--- config.mk ---
export PLATFORM = sky130hd
export DESIGN_NAME = eeprom_cmd_ctrl
export DESIGN_NICKNAME = d
export VERILOG_FILES = /design/src/rtl/eeprom_cmd_ctrl.sv
export SDC_FILE = /design/constraint.sdc
export NUM_CORES = 1
export LEC_CHECK = 0
export BUFFER_PORTS_ARGS = -buffer_cell sky130_fd_sc_hd__buf_2
export CORE_UTILIZATION = 56
export DETAILED_ROUTE_END_ITERATION = 16
export HOLD_SLACK_MARGIN = 0.15
export PLACE_DENSITY_LB_ADDON = 0.3
export SLEW_MARGIN = 15
export SYNTH_ARGS = -nofsm -noshare
export SYNTH_HDL_FRONTEND = slang
export SYNTH_SLANG_ARGS = --single-unit
--- constraint.sdc ---
create_clock -name clk -period 2.8 [get_ports clk]
set_clock_uncertainty 0.05 [all_clocks]
set_input_delay 0.42 -clock clk [delete_from_list [all_inputs] [get_ports clk]]
set_output_delay 0.42 -clock clk [all_outputs]
set_load 0.005 [all_outputs]
--- src/rtl/eeprom_cmd_ctrl.sv ---
module eeprom_cmd_ctrl #(
  parameter int ADDR_W   = 4,
  parameter int DATA_W   = 8,
  parameter int PROG_CYC = 40
) (
  input  logic clk,
  input  logic rst_n,
  input  logic sk,
  input  logic di,
  input  logic cs_n,
  input  logic wr_abort,
  output logic do_val,
  output logic do_en,
  output logic rdy
);
  localparam int DEPTH = 1 << ADDR_W;
  localparam int INS_W = 4 + ADDR_W;
  localparam int FRM_W = INS_W + DATA_W;
  localparam int SH_W  = (DATA_W > INS_W - 1) ? DATA_W : INS_W - 1;
  localparam int CNT_W = $clog2(FRM_W + 1);
  localparam int PG_W  = $clog2(PROG_CYC + 1);
  localparam int RD_W  = $clog2(DATA_W + 1);
  localparam logic [CNT_W-1:0] INS_C = CNT_W'(INS_W);
  localparam logic [CNT_W-1:0] FRM_C = CNT_W'(FRM_W);
  localparam logic [2:0] OP_EWDS  = 3'b010;
  localparam logic [2:0] OP_EWEN  = 3'b011;
  localparam logic [2:0] OP_READ  = 3'b100;
  localparam logic [2:0] OP_WRITE = 3'b101;
  localparam logic [2:0] OP_WRALL = 3'b110;

  logic sk_q, started, spoil, wel, busy, pg_all, rd_drv, do_q, stat_en;
  logic [CNT_W-1:0] cnt;
  logic [SH_W-2:0] sh;
  logic [2:0] op_q;
  logic [ADDR_W-1:0] adr_q, pg_adr;
  logic [PG_W-1:0] pg_cnt;
  logic [DATA_W-1:0] pg_dat, rd_sh;
  logic [RD_W-1:0] rd_left;
  logic [DEPTH-1:0][DATA_W-1:0] mem;

  wire sk_rise = sk & ~sk_q & ~cs_n;
  wire sk_fall = ~sk & sk_q & ~cs_n;
  wire take = sk_rise & ~busy;
  wire [SH_W-1:0] sh_n = {sh, di};
  wire [CNT_W-1:0] cnt_n = cnt + 1'b1;
  wire [2:0] op_n = sh_n[INS_W-2 -: 3];
  wire ins_done = take & started & (cnt_n == INS_C);
  wire frm_done = take & started & (cnt_n == FRM_C);
  wire wr_ok = frm_done & wel & ~spoil & ~wr_abort;

  assign rdy    = ~busy;
  assign do_en  = ~cs_n & (rd_drv | stat_en);
  assign do_val = rd_drv ? do_q : ~busy;

  always_ff @(posedge clk or negedge rst_n) begin
    if (!rst_n) sk_q <= 1'b0;
    else        sk_q <= sk;
  end

  always_ff @(posedge clk or negedge rst_n) begin
    if (!rst_n) begin
      started <= 1'b0;
      spoil   <= 1'b0;
      cnt     <= '0;
      sh      <= '0;
      op_q    <= '0;
      adr_q   <= '0;
    end else if (cs_n) begin
      started <= 1'b0;
      spoil   <= 1'b0;
      cnt     <= '0;
    end else begin
      if (started && wr_abort) spoil <= 1'b1;
      if (take) begin
        if (!started) begin
          if (di) begin
            started <= 1'b1;
            cnt     <= CNT_W'(1);
            sh      <= sh_n[SH_W-2:0];
            spoil   <= wr_abort;
          end
        end else begin
          sh  <= sh_n[SH_W-2:0];
          cnt <= cnt_n;
          if (cnt_n == INS_C) begin
            op_q  <= op_n;
            adr_q <= sh_n[ADDR_W-1:0];
            if (op_n != OP_WRITE && op_n != OP_WRALL) begin
              started <= 1'b0;
              spoil   <= 1'b0;
            end
          end
          if (cnt_n == FRM_C) begin
            started <= 1'b0;
            spoil   <= 1'b0;
          end
        end
      end
    end
  end

  always_ff @(posedge clk or negedge rst_n) begin
    if (!rst_n) wel <= 1'b0;
    else if (ins_done && op_n == OP_EWEN) wel <= 1'b1;
    else if (ins_done && op_n == OP_EWDS) wel <= 1'b0;
  end

  always_ff @(posedge clk or negedge rst_n) begin
    if (!rst_n) begin
      busy   <= 1'b0;
      pg_cnt <= '0;
      pg_adr <= '0;
      pg_dat <= '0;
      pg_all <= 1'b0;
      mem    <= '0;
    end else if (busy) begin
      if (wr_abort) busy <= 1'b0;
      else if (pg_cnt == PG_W'(1)) begin
        busy <= 1'b0;
        if (pg_all) mem <= {DEPTH{pg_dat}};
        else        mem[pg_adr] <= pg_dat;
      end else pg_cnt <= pg_cnt - 1'b1;
    end else if (wr_ok) begin
      busy   <= 1'b1;
      pg_cnt <= PG_W'(PROG_CYC);
      pg_adr <= adr_q;
      pg_dat <= sh_n[DATA_W-1:0];
      pg_all <= (op_q == OP_WRALL);
    end
  end

  always_ff @(posedge clk or negedge rst_n) begin
    if (!rst_n) begin
      rd_sh   <= '0;
      rd_left <= '0;
      rd_drv  <= 1'b0;
      do_q    <= 1'b0;
      stat_en <= 1'b0;
    end else if (cs_n) begin
      rd_left <= '0;
      rd_drv  <= 1'b0;
      stat_en <= 1'b0;
    end else begin
      if (ins_done && op_n == OP_READ) begin
        rd_sh   <= mem[sh_n[ADDR_W-1:0]];
        rd_left <= RD_W'(DATA_W);
      end else if (sk_fall) begin
        if (rd_left != '0) begin
          do_q    <= rd_sh[DATA_W-1];
          rd_sh   <= rd_sh << 1;
          rd_left <= rd_left - 1'b1;
          rd_drv  <= 1'b1;
        end else rd_drv <= 1'b0;
      end
      if (wr_ok || (busy && wr_abort)) stat_en <= 1'b1;
      else if (take && !started && di) stat_en <= 1'b0;
    end
  end


  wel_gate_chk: assert property (@(posedge clk) disable iff (!rst_n)
    $rose(busy) |-> wel);


  abort_stop_chk: assert property (@(posedge clk) disable iff (!rst_n)
    busy && wr_abort |=> !busy && $stable(mem));


  mem_hold_chk: assert property (@(posedge clk) disable iff (!rst_n)
    !busy |=> $stable(mem));


  wel_move_chk: assert property (@(posedge clk) disable iff (!rst_n)
    $changed(wel) |-> $past(sk_rise));
endmodule

Word-level counts from Yosys, hierarchy flattened

Index checks and enable logic that the tools add are counted.

$add $sub $neg: 3
$mul: 0
Divide/modulo/power cells: 0
Order comparisons: 3
Eq/ne operators: 12
Shifts and indexed selects: 0
Multiplexer cells: 52
Bitwise operators: 20
Reductions and logical operators: 33

Operator list:

| operator           | number |
|---|---|
| $bwmux 128         | 1 |
| $mux 128           | 1 |
| $mux 8             | 5 |
| $bmux 8 s4         | 1 |
| $demux 8 s4        | 1 |
| $mux 1             | 29 |
| $mux 6             | 4 |
| $mux 5             | 4 |
| $mux 4             | 4 |
| $mux 7             | 2 |
| $reduce_bool 2->1  | 7 |
| $and 1x1->1        | 12 |
| $reduce_and 3->1   | 4 |
| $reduce_bool 3->1  | 4 |
| $lt 4x5->1 const B | 2 |
| $logic_and 1x1->1  | 9 |
| $reduce_and 2->1   | 4 |
| $reduce_and 4->1   | 2 |
| $not 1->1          | 7 |
| $eq 3x2->1 const B | 2 |
| $eq 3x3->1 const B | 2 |
| $eq 6x1->1 const B | 1 |
| $ne 2x2->1 const B | 3 |
| $ne 3x3->1 const B | 2 |
| 10 further kinds   | 10 |

Register bits: 186
Latch bits: 0
Memory bits (writable): 0
Bits in read-only memories: 0
Bits of input ports: 6
Output and inout port bits: 3
Word-level logic and storage cells: 157
Memories kept: 0

Depth between registers and ports, before layout

Gate-level depths: netlist of run 1.

Word-level depth: 12
Depth in mapped cells: 8
Gate-level depth less buffers: 7

Worst setup path after synthesis of run 1

OpenSTA, ideal clock, no wires.

Path type: flip-flop to flip-flop
From: reg cnt[0]
To: reg rd_sh[0]
Setup time: 122 ps
Arrival time: 2056 ps
Required time: 2628 ps
Setup slack: 573 ps
Cell stages (with the launch flop): 7
Path buffers: 1
Period minus slack after synthesis: 2227 ps
Path through: dfrtp_1 ha_1 clkbuf_1 nor4b_1 a31oi_1 or4_1 a32o_1

Word-level cells in the longest chain between the ends: 6
Elaborated cells on any way between the ends: 8
Classes of those cells: add/sub (1); eq/ne (1); mux (1); bitwise (1); reduce/logical (4)

RTL lines:

| element                     | line | source |
|---|---|---|
| from (decl)                 | 32   | `logic [CNT_W-1:0] cnt;` |
| from (signal assigned)      | 84   | `cnt <= cnt_n;` |
| $add 5x1->5 (*)             | 45   | `wire [CNT_W-1:0] cnt_n = cnt + 1'b1;` |
| $eq 5x4->1 (*)              | 47   | `wire ins_done = take & started & (cnt_n == INS_C);` |
| $and 1x1->1 (*)             | 47   |  |
| $logic_and 1x1->1 (*)       | 144  | `if (ins_done && op_n == OP_READ) begin` |
| $reduce_bool 2->1 (no line) | -    |  |
| $reduce_and 3->1 (no line)  | -    |  |
| to (signal assigned)        | 145  | `rd_sh <= mem[sh_n[ADDR_W-1:0]];` |
| to (signal assigned)        | 150  | `rd_sh <= rd_sh << 1;` |
| to (decl)                   | 37   | `logic [DATA_W-1:0] pg_dat, rd_sh;` |

Mark *: on every way between the ends. The rest lies on a longest branch, timed or not.
A chain may end at the register's enable or synchronous reset.

Worst setup path after layout of run 1

From: reg cnt[0]
To: reg adr_q[1]

Word-level cells in the longest chain between the ends: 3

RTL lines:

| element                    | line | source |
|---|---|---|
| $add 5x1->5                | 45   |  |
| $eq 5x4->1                 | 85   | `if (cnt_n == INS_C) begin` |
| $reduce_and 4->1 (no line) | -    |  |
| to (signal assigned)       | 87   | `adr_q <= sh_n[ADDR_W-1:0];` |
| to (decl)                  | 35   | `logic [ADDR_W-1:0] adr_q, pg_adr;` |

Every way passes these cells.

==> tab_implementation.tex, run 1 <==
\begin{tabular}{lr}
\hline
Metric & Value \\
\hline
\multicolumn{2}{l}{\textbf{STA}} \\
Upper clock frequency limit & between 400 and 500 MHz \\
Final total negative setup slack & 0 ns \\
Final setup violation count & 0 \\
Pin slew with the least headroom to its limit & approximately 0.77 ns \\
Slew Limit Headroom & 0.4876 \\
Period utilisation layout & 0.8872 \\
Final number of max-transition violations & 0 \\
Unrepaired setup endpoints after global routing & false \\
Time the worst path needs with I/O delays and setup & between 2 and 2.5 ns \\
Worst hold-check slack & 0.2966 ns \\
Worst Setup Slack, final & roughly 0.32 ns \\
Final hold viol count & 0 \\
\multicolumn{2}{l}{\textbf{Global route}} \\
Largest net degree at the start of global routing & a little under 70 \\
Global-route met1 utilization & 0.3360 \\
Via count of the first global-routing pass & approximately 5,400 \\
Total congestion overflow & 0 \\
Grt met2 use & 0.4102 \\
Initial antenna violation count & 0 \\
Tot GR Track Use & 0.2498 \\
Wire length of the first global-routing pass & between 20,000 and 30,000 um \\
GR Layer Usage met3 & 0.05217 \\
Busiest metal layer after global routing & met2 \\
\multicolumn{2}{l}{\textbf{Logic synthesis}} \\
Cell types occupying the most area after synthesis & dfrtp\_1 (52\%), mux2\_2 (17\%), mux4\_2 (8.1\%) \\
Average cell area after synthesis & approximately 14 um2 \\
Mapped Cells & approximately 630 \\
Syn\_nets & roughly 640 \\
Portion of synthesized cell area occupied by the leading cell type & 0.5231 \\
Count of different cell masters after synthesis & 52 \\
EDFF count, synth & 0 \\
Share of synthesized flip-flops with an asynchronous set or reset & 1.000 \\
Register bit count reported by yosys & between 150 and 200 \\
Seq/Total Area, Yosys & 0.5231 \\
Synthesis warning total & 0 \\
Primary FF master, synth & dfrtp\_1 \\
Netlist Area Pre-Place & between 0.008 and 0.009 mm2 \\
Cell taking the most area after synthesis & dfrtp\_1 \\
\multicolumn{2}{l}{\textbf{Placement}} \\
Placer congestion estimate & between 0.9 and 1 \\
Placed wire-length estimate & roughly 12,000 um \\
Setup WS pre-CTS & about 0.28 ns \\
Port buffer count & 8 \\
\multicolumn{2}{l}{\textbf{Clock tree}} \\
Post-CTS Setup Repair Bufs & 0 \\
Clock Root Buffer & clkbuf\_16 \\
Quantity of gates resized following cts & 0 \\
CTS tree & yes \\
Insertion delay to the later sink of the worst-skew pair & around 0.43 ns \\
Number of buffers on the longest clock path & 2 \\
CTS Sinks & 186 \\
CTS Buf Count & 17 \\
Clock transition at the register clock pins on the worst setup and hold paths after CTS & 0.06 ns \\
Cts-stage hold buffer count & 2 \\
H-Tree Level Count & 4 \\
\multicolumn{2}{l}{\textbf{Floorplanning}} \\
Number of placement rows & between 40 and 50 \\
Y dimension of the die & roughly 130 um \\
Number of top-level design ports & 9 \\
Initial Utilization & 0.5789 \\
Core area & approximately 0.015 mm2 \\
Horiz. Die Dim & 128.1 um \\
Total die area & roughly 0.016 mm2 \\
\multicolumn{2}{l}{\textbf{Route}} \\
Starting DRT DRC Count & around 340 \\
Drc violations & 0 \\
Post-DR vias/cell & approximately 6 \\
Iteration count of the initial detailed-routing pass & 4 \\
Total Routed Length & 18,460 um \\
Vias post-DR & around 5,100 \\
Antenna Nets Post-Route & 0 \\
Wire length per cell & approximately 22 um \\
\multicolumn{2}{l}{\textbf{Finish}} \\
Proportion of layout cells with a drive suffix above 1 & 0.4115 \\
Number of antenna repair diodes & 0 \\
Leading cell type in the layout, fill and taps excluded & dfrtp\_1 \\
Commonest non-fill, non-tap cells in the layout & dfrtp\_1 (185), mux2\_2 (137), mux4\_2 (32), nor2\_1 (29) \\
Area growth syn-to-layout & 9.842\% \\
Fin nets & between 600 and 700 \\
\multicolumn{2}{l}{\textbf{Setup path}} \\
WP data arrival & $\sim$2.7 ns \\
Endpoint class of the critical path & flip-flop \\
Crit Path Max Fanout & 7 \\
CP Launch Type & flip-flop \\
Critical Path RT & just over 3 ns \\
Category of the critical setup timing path & reg2reg \\
\multicolumn{2}{l}{\textbf{Power and ir drop}} \\
Design Power & $\sim$6 mW \\
Static leakage power & about 4.7 nW \\
Power density over cell area & $\sim$600 mW/mm2 \\
Max VDD drop & $\sim$0.00050 V \\
\multicolumn{2}{l}{\textbf{Hold path}} \\
Hold Crit Class & in2reg \\
\multicolumn{2}{l}{\textbf{Run}} \\
Count of maximum capacitance violations & 0 \\
\multicolumn{2}{l}{\textbf{Status}} \\
Run status & completed \\
\hline
\end{tabular}
[sequential cells by signal (all words and copies together) (netlist names), 3 cells and up]
name,cells
rd_sh,8
sh,7
adr_q,4
pg_cnt,6
cnt,5
op_q,3
pg_adr,4
pg_dat,8
rd_left,4
mem,128
[final timing paths]
path	startpoint	to	slack (ns)	cells after the start
worst max-delay path	cnt[0]	adr_q[1]	0.32	5
worst min-delay path	wr_abort	stat_en	0.30	3
worst max register to register	cnt[0]	adr_q[1]	0.32	5
worst min register to register	mem[55]	mem[55]	0.45	1
max in group asynchronous	rst_n	mem[126]	1.40	3
min in group asynchronous	rst_n	mem[36]	0.53	2
[logic make-up (layout without fill, tap and decap cells)]
family	Yosys count	count (layout)	synth area share
simple gates	106	106	0.06623
flops	186	186	0.5231
buf+inv	44	62	0.02151
mux	205	205	0.3085
fa+ha+maj	6	6	0.008436
xor+xnor	10	10	0.009842
compound gates	69	69	0.06243
[power by group]
| group | leakage [nW] | internal, mW | switching, mW |
|---|---|---|---|
| combinational | 1.82 | 0.268 | 0.308 |
| clock | 0.271 | 1.37 | 0.959 |
| sequential | 2.56 | 2.79 | 0.161 |
| total | 4.65 | 4.43 | 1.43 |
[stage by stage]
step | cell area (um2) | utilization | std cells
floorplan | 8899 | - | 626
global placement | 9184 | 0.5975 | 823
detailed placement | 9184 | 0.5975 | 823
CTS | 9774 | 0.6359 | 855
global route | 9774 | 0.6359 | 855
finish | 9774 | 0.6359 | 855
[Yosys cell counts, types with 4 or more instances]
cell type and count:
o21ai_2 5, ha_1 6, clkbuf_1 22, o21ai_0 16
mux4_2 32, nand2b_1 16, xor2_1 4, a211oi_1 9
nand2_1 24, nor3_1 9, a21oi_1 13, o21ai_4 10
inv_1 10, xnor2_1 6, buf_2 8, dfrtp_1 186
nor2_1 29, mux2_2 137, mux2_4 24, mux2i_1 11
[cell type report]
type | count | area, um2
clock inverters | 7 | 92.59
multi-input cells | 396 | 4053
inverters | 10 | 37.54
flip-flops and latches | 186 | 4656
fillers | 1117 | 5597
well taps | 211 | 264.0
repair buffers | 22 | 193.9
clock buffers | 23 | 478.0
[worst max-delay path, stage by stage, from the launching register on]
cell and delay [ns]:
dfrtp_1 0.45, ha_1 0.33, nor4b_1 0.49, a31oi_1 0.22, nor2_2 0.44, mux2_2 0.39
[metal layers]
| metal | wire (um) | share of wire |
|---|---|---|
| met4 | 312 | 0.017 |
| met2 | 9326 | 0.51 |
| met3 | 627 | 0.034 |
| met1 | 8191 | 0.44 |
| met5 | 0 | 0 |
Note: power is estimated with default switching activity, not from simulation.
==> inputs of run 2 (changes only) <==
--- a/config.mk
+++ b/config.mk
@@ -5,6 +5,7 @@
 export SDC_FILE = /design/constraint.sdc
 export NUM_CORES = 1
 export LEC_CHECK = 0
+export ABC_CLOCK_PERIOD_IN_PS = 2500
 export BUFFER_PORTS_ARGS = -buffer_cell sky130_fd_sc_hd__buf_2
 export CORE_UTILIZATION = 56
 export DETAILED_ROUTE_END_ITERATION = 16
==> constraint.sdc (replaced) <==
create_clock -name clk -period 2.5 [get_ports clk]
set_clock_uncertainty 0.05 [all_clocks]
set_input_delay 0.375 -clock clk [delete_from_list [all_inputs] [get_ports clk]]
set_output_delay 0.375 -clock clk [all_outputs]
set_load 0.005 [all_outputs]
==> tab_implementation.tex, run 2 (synthesis results as in run 1) <==
\begin{tabular}{lr}
\hline
Metric & Value \\
\hline
\multicolumn{2}{l}{\textbf{Clock tree}} \\
Clock Root Buffer & clkbuf\_16 \\
CTS Sinks & about 190 \\
CTS tree & yes \\
Post-CTS Setup Repair Bufs & 0 \\
H-Tree Level Count & 4 \\
CTS Buf Count & 17 \\
Insertion delay to the later sink of the worst-skew pair & approximately 0.43 ns \\
Number of buffers on the longest clock path & 2 \\
Clock transition at the register clock pins on the worst setup and hold paths after CTS & 0.07 ns \\
\multicolumn{2}{l}{\textbf{Floorplanning}} \\
Initial Utilization & 0.5789 \\
Core area & between 0.015 and 0.02 mm2 \\
Horiz. Die Dim & roughly 130 um \\
Number of placement rows & 45 \\
Total die area & 0.01640 mm2 \\
Y dimension of the die & about 130 um \\
Number of top-level design ports & 9 \\
\multicolumn{2}{l}{\textbf{Route}} \\
Drc violations & 0 \\
Iteration count of the initial detailed-routing pass & 4 \\
Post-DR vias/cell & 6.060 \\
Antenna Nets Post-Route & 0 \\
Wire length per cell & around 22 um \\
Vias post-DR & about 5,200 \\
Total Routed Length & $\sim$19,000 um \\
Starting DRT DRC Count & just over 300 \\
\multicolumn{2}{l}{\textbf{Status}} \\
Run status & completed \\
\multicolumn{2}{l}{\textbf{Power and ir drop}} \\
Static leakage power & 4.715 nW \\
Relative contribution of combinational cells to total power & 0.098 \\
Net switching share of the total power & 0.2534 \\
Net switching power figure & 1.719 mW \\
Seq pwr share & 0.485 \\
Design Power & roughly 6.8 mW \\
Cell internal power dissipation & $\sim$5.1 mW \\
Power density over cell area & roughly 690 mW/mm2 \\
Max VDD drop & approximately 0.0006 V \\
Clock Power Share & 0.417 \\
\multicolumn{2}{l}{\textbf{Finish}} \\
Proportion of layout cells with a drive suffix above 1 & 0.4224 \\
Fin nets & 650 \\
Largest registers & mem x128, pg\_dat x8, rd\_sh x8 \\
Area of all placed cells without fillers & between 0.009 and 0.01 mm2 \\
Register ranked first by flip-flop count & mem \\
Number of antenna repair diodes & 0 \\
Area growth syn-to-layout & 11.19\% \\
Leading cell type in the layout, fill and taps excluded & dfrtp\_1 \\
Commonest non-fill, non-tap cells in the layout & dfrtp\_1 (185), mux2\_2 (137), mux4\_2 (32), nor2\_1 (29) \\
Post-layout util & 0.6437 \\
Largest register FFs & approximately 130 \\
Fill cell total of the finished layout & 1,100 \\
\multicolumn{2}{l}{\textbf{Run}} \\
Count of maximum capacitance violations & 0 \\
\multicolumn{2}{l}{\textbf{Setup path}} \\
Critical Path RT & 2.77 ns \\
WP data arrival & $\sim$2.6 ns \\
Worst-path cell chain & ha\_1 > nor4b\_1 > a31oi\_1 > or4\_1 > a32o\_1 \\
Endpoint class of the critical path & flip-flop \\
Start of the worst register-to-register path & cnt[0] \\
Terminus of the critical flop-to-flop path & rd\_sh[0] \\
Critical-path top delay cell & or4\_1 \\
Stage delay of the slowest cell on the critical path & between 0.5 and 0.6 ns \\
CP Launch Type & flip-flop \\
Crit Path Max Fanout & 7 \\
Category of the critical setup timing path & reg2reg \\
Flop-to-flop setup slack & 0.14 ns \\
Worst R2R Path Depth & 5 \\
\multicolumn{2}{l}{\textbf{Placement}} \\
Area after DPL & roughly 0.0092 mm2 \\
Placed wire-length estimate & 12,410 um \\
Placer congestion estimate & between 0.7 and 0.8 \\
Port buffer count & 8 \\
\multicolumn{2}{l}{\textbf{STA}} \\
Final total negative setup slack & 0 ns \\
Unrepaired setup endpoints after global routing & false \\
Time the worst path needs with I/O delays and setup & around 2.4 ns \\
Upper clock frequency limit & 423.9 MHz \\
Pin slew with the least headroom to its limit & roughly 0.8 ns \\
Final hold viol count & 0 \\
Final number of max-transition violations & 0 \\
Slew Limit Headroom & 0.4473 \\
Final setup violation count & 0 \\
Period utilisation layout & 0.9436 \\
\multicolumn{2}{l}{\textbf{Global route}} \\
Initial antenna violation count & 0 \\
Total congestion overflow & 0 \\
Largest net degree at the start of global routing & between 60 and 70 \\
Busiest metal layer after global routing & met2 \\
Via count of the first global-routing pass & 5,562 \\
Global-route met1 utilization & 0.3310 \\
Wire length of the first global-routing pass & a little over 30,000 um \\
Tot GR Track Use & 0.2529 \\
Grt met2 use & 0.4297 \\
GR Layer Usage met3 & 0.04841 \\
\multicolumn{2}{l}{\textbf{Hold path}} \\
Hold endpoint & stat\_en \\
Worst min-delay path startpoint & wr\_abort \\
Worst hold path stage count & 3 \\
Hold Crit Class & in2reg \\
\hline
\end{tabular}
-- run 2: routing by layer --
metal  vias to the layer above  routed length, um
met5                         -                  0
met4                         0                362
met3                        24                566
met2                        94               9648
met1                      2781               8135
li1                       2325                  -
-- run 2: area by class of cell --
type	count	area, um2	area share
timing repair buffer	27	256.5	0.02592
sequential	186	4656	0.4705
inverter	10	37.54	0.003794
clock inverter	14	185.2	0.01872
clock buffer	18	439.2	0.04439
multi-input combinational	396	4056	0.4100
tap	211	264.0	0.02668
-- run 2: worst max-delay path, delay by kind of cell, from the launching register on --
kind | cells | cell delay [ns]
and+or+nand+nor | 2 | 0.99
adders and majority gates | 1 | 0.31
AOI/OAI and AO/OA | 2 | 0.47
DFF | 1 | 0.44
-- run 2: per-stage QoR --
stage | std cells | hold WS (ns) | setup WS, ns
CTS | 862 | 0.2119 | 0.07560
finish | 862 | 0.2218 | 0.1409
global placement | 828 | 0.2212 | 0.2061
global route | 862 | 0.2482 | 0.03008
floorplan | 626 | 0.02941 | 0.2727
detailed placement | 828 | 0.2232 | 0.1327
-- run 2: how the worst max path moves through the flow --
stage                       from  slack, ns  depth (start not counted)        end
after floorplan           cnt[0]       0.27                          6   rd_sh[0]
after global placement    cnt[0]       0.21                          5   rd_sh[0]
after detailed placement  cnt[0]       0.13                          6  pg_cnt[1]
after CTS                 cnt[0]       0.08                          6  pg_cnt[1]
after global routing      cnt[0]       0.03                          5   rd_sh[0]
final                     cnt[0]       0.14                          5   rd_sh[0]
-- run 2: power by group through the flow --
stage	logic, mW	clock network [mW]	registers (mW)
3_3_place_gp	0.653	0	3.34
3_5_place_dp	0.668	0	3.35
6_report	0.665	2.83	3.29
5_1_grt	0.739	3.00	3.31
4_1_cts	0.676	2.89	3.29
2_1_floorplan	0.502	0	3.24
-- run 2: what timing repair did --
item | in CTS | in global routing
hold endpoints to repair | 121 | 0
endpoints found under the setup margin | 0 | 4
gates resized for setup | 0 | 1
hold buffers | 2 | 0
==> inputs of run 3 (changes only) <==
--- a/config.mk
+++ b/config.mk
@@ -5,9 +5,9 @@
 export SDC_FILE = /design/constraint.sdc
 export NUM_CORES = 1
 export LEC_CHECK = 0
-export ABC_CLOCK_PERIOD_IN_PS = 2500
+export ABC_CLOCK_PERIOD_IN_PS = 2400
 export BUFFER_PORTS_ARGS = -buffer_cell sky130_fd_sc_hd__buf_2
-export CORE_UTILIZATION = 56
+export CORE_UTILIZATION = 25
 export DETAILED_ROUTE_END_ITERATION = 16
 export HOLD_SLACK_MARGIN = 0.15
 export PLACE_DENSITY_LB_ADDON = 0.3
==> constraint.sdc (replaced) <==
create_clock -name clk -period 2.4 [get_ports clk]
set_clock_uncertainty 0.05 [all_clocks]
set_input_delay 0.36 -clock clk [delete_from_list [all_inputs] [get_ports clk]]
set_output_delay 0.36 -clock clk [all_outputs]
set_load 0.005 [all_outputs]
==> tab_implementation.tex, run 3 (synthesis results as in run 1) <==
\begin{tabular}{lr}
\hline
Metric & Value \\
\hline
\multicolumn{2}{l}{\textbf{Route}} \\
Wire length per cell & 17.77 um \\
Starting DRT DRC Count & between 300 and 400 \\
Post-DR vias/cell & approximately 4.5 \\
Drc violations & 0 \\
Antenna Nets Post-Route & 0 \\
Vias post-DR & just over 5,000 \\
Iteration count of the initial detailed-routing pass & 4 \\
Total Routed Length & just under 20,000 um \\
\multicolumn{2}{l}{\textbf{Setup path}} \\
Worst-path cell chain & ha\_1 > buf\_4 > xnor2\_1 > nand4\_1 > and4bb\_2 > buf\_12 > mux2\_2 \\
Endpoint class of the critical path & flip-flop \\
Critical Path RT & between 2 and 3 ns \\
Category of the critical setup timing path & reg2reg \\
Stage delay of the slowest cell on the critical path & between 0.4 and 0.5 ns \\
Worst R2R Path Depth & 7 \\
Start of the worst register-to-register path & cnt[0] \\
Crit Path Max Fanout & 18 \\
Terminus of the critical flop-to-flop path & pg\_adr[3] \\
CP Launch Type & flip-flop \\
Critical-path top delay cell & dfrtp\_1 \\
Flop-to-flop setup slack & 0.15 ns \\
WP data arrival & 2.52 ns \\
\multicolumn{2}{l}{\textbf{Clock tree}} \\
CTS Buf Count & 17 \\
Post-CTS Setup Repair Bufs & 0 \\
CTS tree & yes \\
H-Tree Level Count & 4 \\
Clock transition at the register clock pins on the worst setup and hold paths after CTS & 0.08 ns \\
Number of buffers on the longest clock path & 2 \\
Insertion delay to the later sink of the worst-skew pair & 0.44 ns \\
Clock Root Buffer & clkbuf\_16 \\
CTS Sinks & 186 \\
\multicolumn{2}{l}{\textbf{STA}} \\
Final number of max-transition violations & 0 \\
Unrepaired setup endpoints after global routing & false \\
Final hold viol count & 0 \\
Upper clock frequency limit & roughly 440 MHz \\
Final setup violation count & 0 \\
Time the worst path needs with I/O delays and setup & between 2 and 2.5 ns \\
Pin slew with the least headroom to its limit & between 0.7 and 0.8 ns \\
Worst Setup Slack, final & 0.1464 ns \\
Final total negative setup slack & 0 ns \\
Slew Limit Headroom & 0.4920 \\
Period utilisation layout & 0.9390 \\
\multicolumn{2}{l}{\textbf{Finish}} \\
Register ranked first by flip-flop count & mem \\
Leading cell type in the layout, fill and taps excluded & dfrtp\_1 \\
Area growth syn-to-layout & 15.23\% \\
Largest register FFs & 128 \\
Fin nets & 660 \\
Post-layout util & 0.2947 \\
Proportion of layout cells with a drive suffix above 1 & 0.4327 \\
Largest registers & mem x128, pg\_dat x8, rd\_sh x8 \\
Commonest non-fill, non-tap cells in the layout & dfrtp\_1 (185), mux2\_2 (137), mux4\_2 (32), nor2\_1 (29) \\
Filler-free cell count of the finished design & between 1,000 and 1,500 \\
Number of antenna repair diodes & 0 \\
\multicolumn{2}{l}{\textbf{Global route}} \\
Wire length of the first global-routing pass & approximately 32,000 um \\
Via count of the first global-routing pass & 5,314 \\
Initial antenna violation count & 0 \\
Largest net degree at the start of global routing & 57 \\
Tot GR Track Use & 0.1166 \\
Total congestion overflow & 0 \\
\multicolumn{2}{l}{\textbf{Placement}} \\
Total instance count after detailed placement & 1,082 \\
Placed wire-length estimate & $\sim$13,000 um \\
Setup WS pre-CTS & 0.1774 ns \\
Port buffer count & 8 \\
Placer congestion estimate & between 0.7 and 0.8 \\
\multicolumn{2}{l}{\textbf{Power and ir drop}} \\
Max VDD drop & roughly 0.00038 V \\
Design Power & roughly 7 mW \\
Power density over cell area & around 670 mW/mm2 \\
Static leakage power & 4.740 nW \\
\multicolumn{2}{l}{\textbf{Hold path}} \\
Hold Crit Class & in2reg \\
Hold endpoint & stat\_en \\
Worst min-delay path startpoint & wr\_abort \\
Worst hold path stage count & 3 \\
\multicolumn{2}{l}{\textbf{Floorplanning}} \\
Y dimension of the die & approximately 190 um \\
Core area & about 0.035 mm2 \\
Initial Utilization & 0.2557 \\
Number of placement rows & slightly below 70 \\
Horiz. Die Dim & 190.7 um \\
Total die area & around 0.036 mm2 \\
Number of top-level design ports & 9 \\
\multicolumn{2}{l}{\textbf{Status}} \\
Run status & completed \\
\multicolumn{2}{l}{\textbf{Run}} \\
Count of maximum capacitance violations & 0 \\
\hline
\end{tabular}
## run 3: cell types whose count changed in the layout (fill, tap and decap cells not counted), moves of 2 or more
cell,change
nor4b_1,-2
nor4b_2,+2
buf_4,+7
bufinv_16,-3
clkbuf_1,+2
buf_12,+3
## run 3: routing by layer
layer  part of all wire  wire length (um)  vias up  track usage
met5                  0                 0        -            0
met4              0.010               206        0      0.03323
met3              0.018               365       13      0.02282
met2               0.46              9087       49       0.1778
met1               0.51             10170     2650       0.1666
li1                   -                 -     2354            -
## run 3: worst max-delay path by stage
stage / slack (ns) / to / start
after detailed placement: 0.18 / op_q[2] / cnt[0]
after CTS: 0.14 / pg_adr[3] / cnt[0]
after floorplan: 0.17 / rd_sh[0] / cnt[0]
after global routing: 0.02 / pg_adr[1] / cnt[0]
final: 0.15 / pg_adr[3] / cnt[0]
after global placement: 0.17 / wel / cnt[0]
## run 3: where the power goes
| part | internal (mW) | total [mW] | switching (mW) |
|---|---|---|---|
| registers | 3.25 | 3.39 | 0.139 |
| clock network | 1.36 | 2.68 | 1.32 |
| logic | 0.372 | 0.829 | 0.457 |
## run 3: stage by stage
step	cell area, um2	hold slack [ns]
after floorplan	8899	0.01441
after global placement	9667	0.3371
after detailed placement	9667	0.3294
after CTS	10230	0.1896
after global routing	10250	0.2412
final	10250	0.2046
## run 3: layout make-up
class | count | area, um2
tap | 455 | 569.3
sequential | 186 | 4656
multi-input combinational | 396 | 4076
timing repair buffer | 37 | 371.6
inverter | 10 | 37.54
fill | 3453 | 24540
clock inverter | 13 | 110.1
clock buffer | 19 | 432.9
## run 3: what timing repair did
item / 4_1_cts / 5_1_grt
resized for setup: 0 / 4
endpoints found under the hold margin: 52 / 0
endpoints found under the setup margin: 0 / 9
hold buffers: 2 / 0
## run 3: worst max-delay path, delay by kind of cell (launching register included)
kind | cells | cell delay, ns
DFF | 1 | 0.45
buffers and inverters | 2 | 0.34
xor gates and xnor gates | 1 | 0.22
adders and majority gates | 1 | 0.26
and+or+nand+nor | 2 | 0.48
muxes | 1 | 0.34
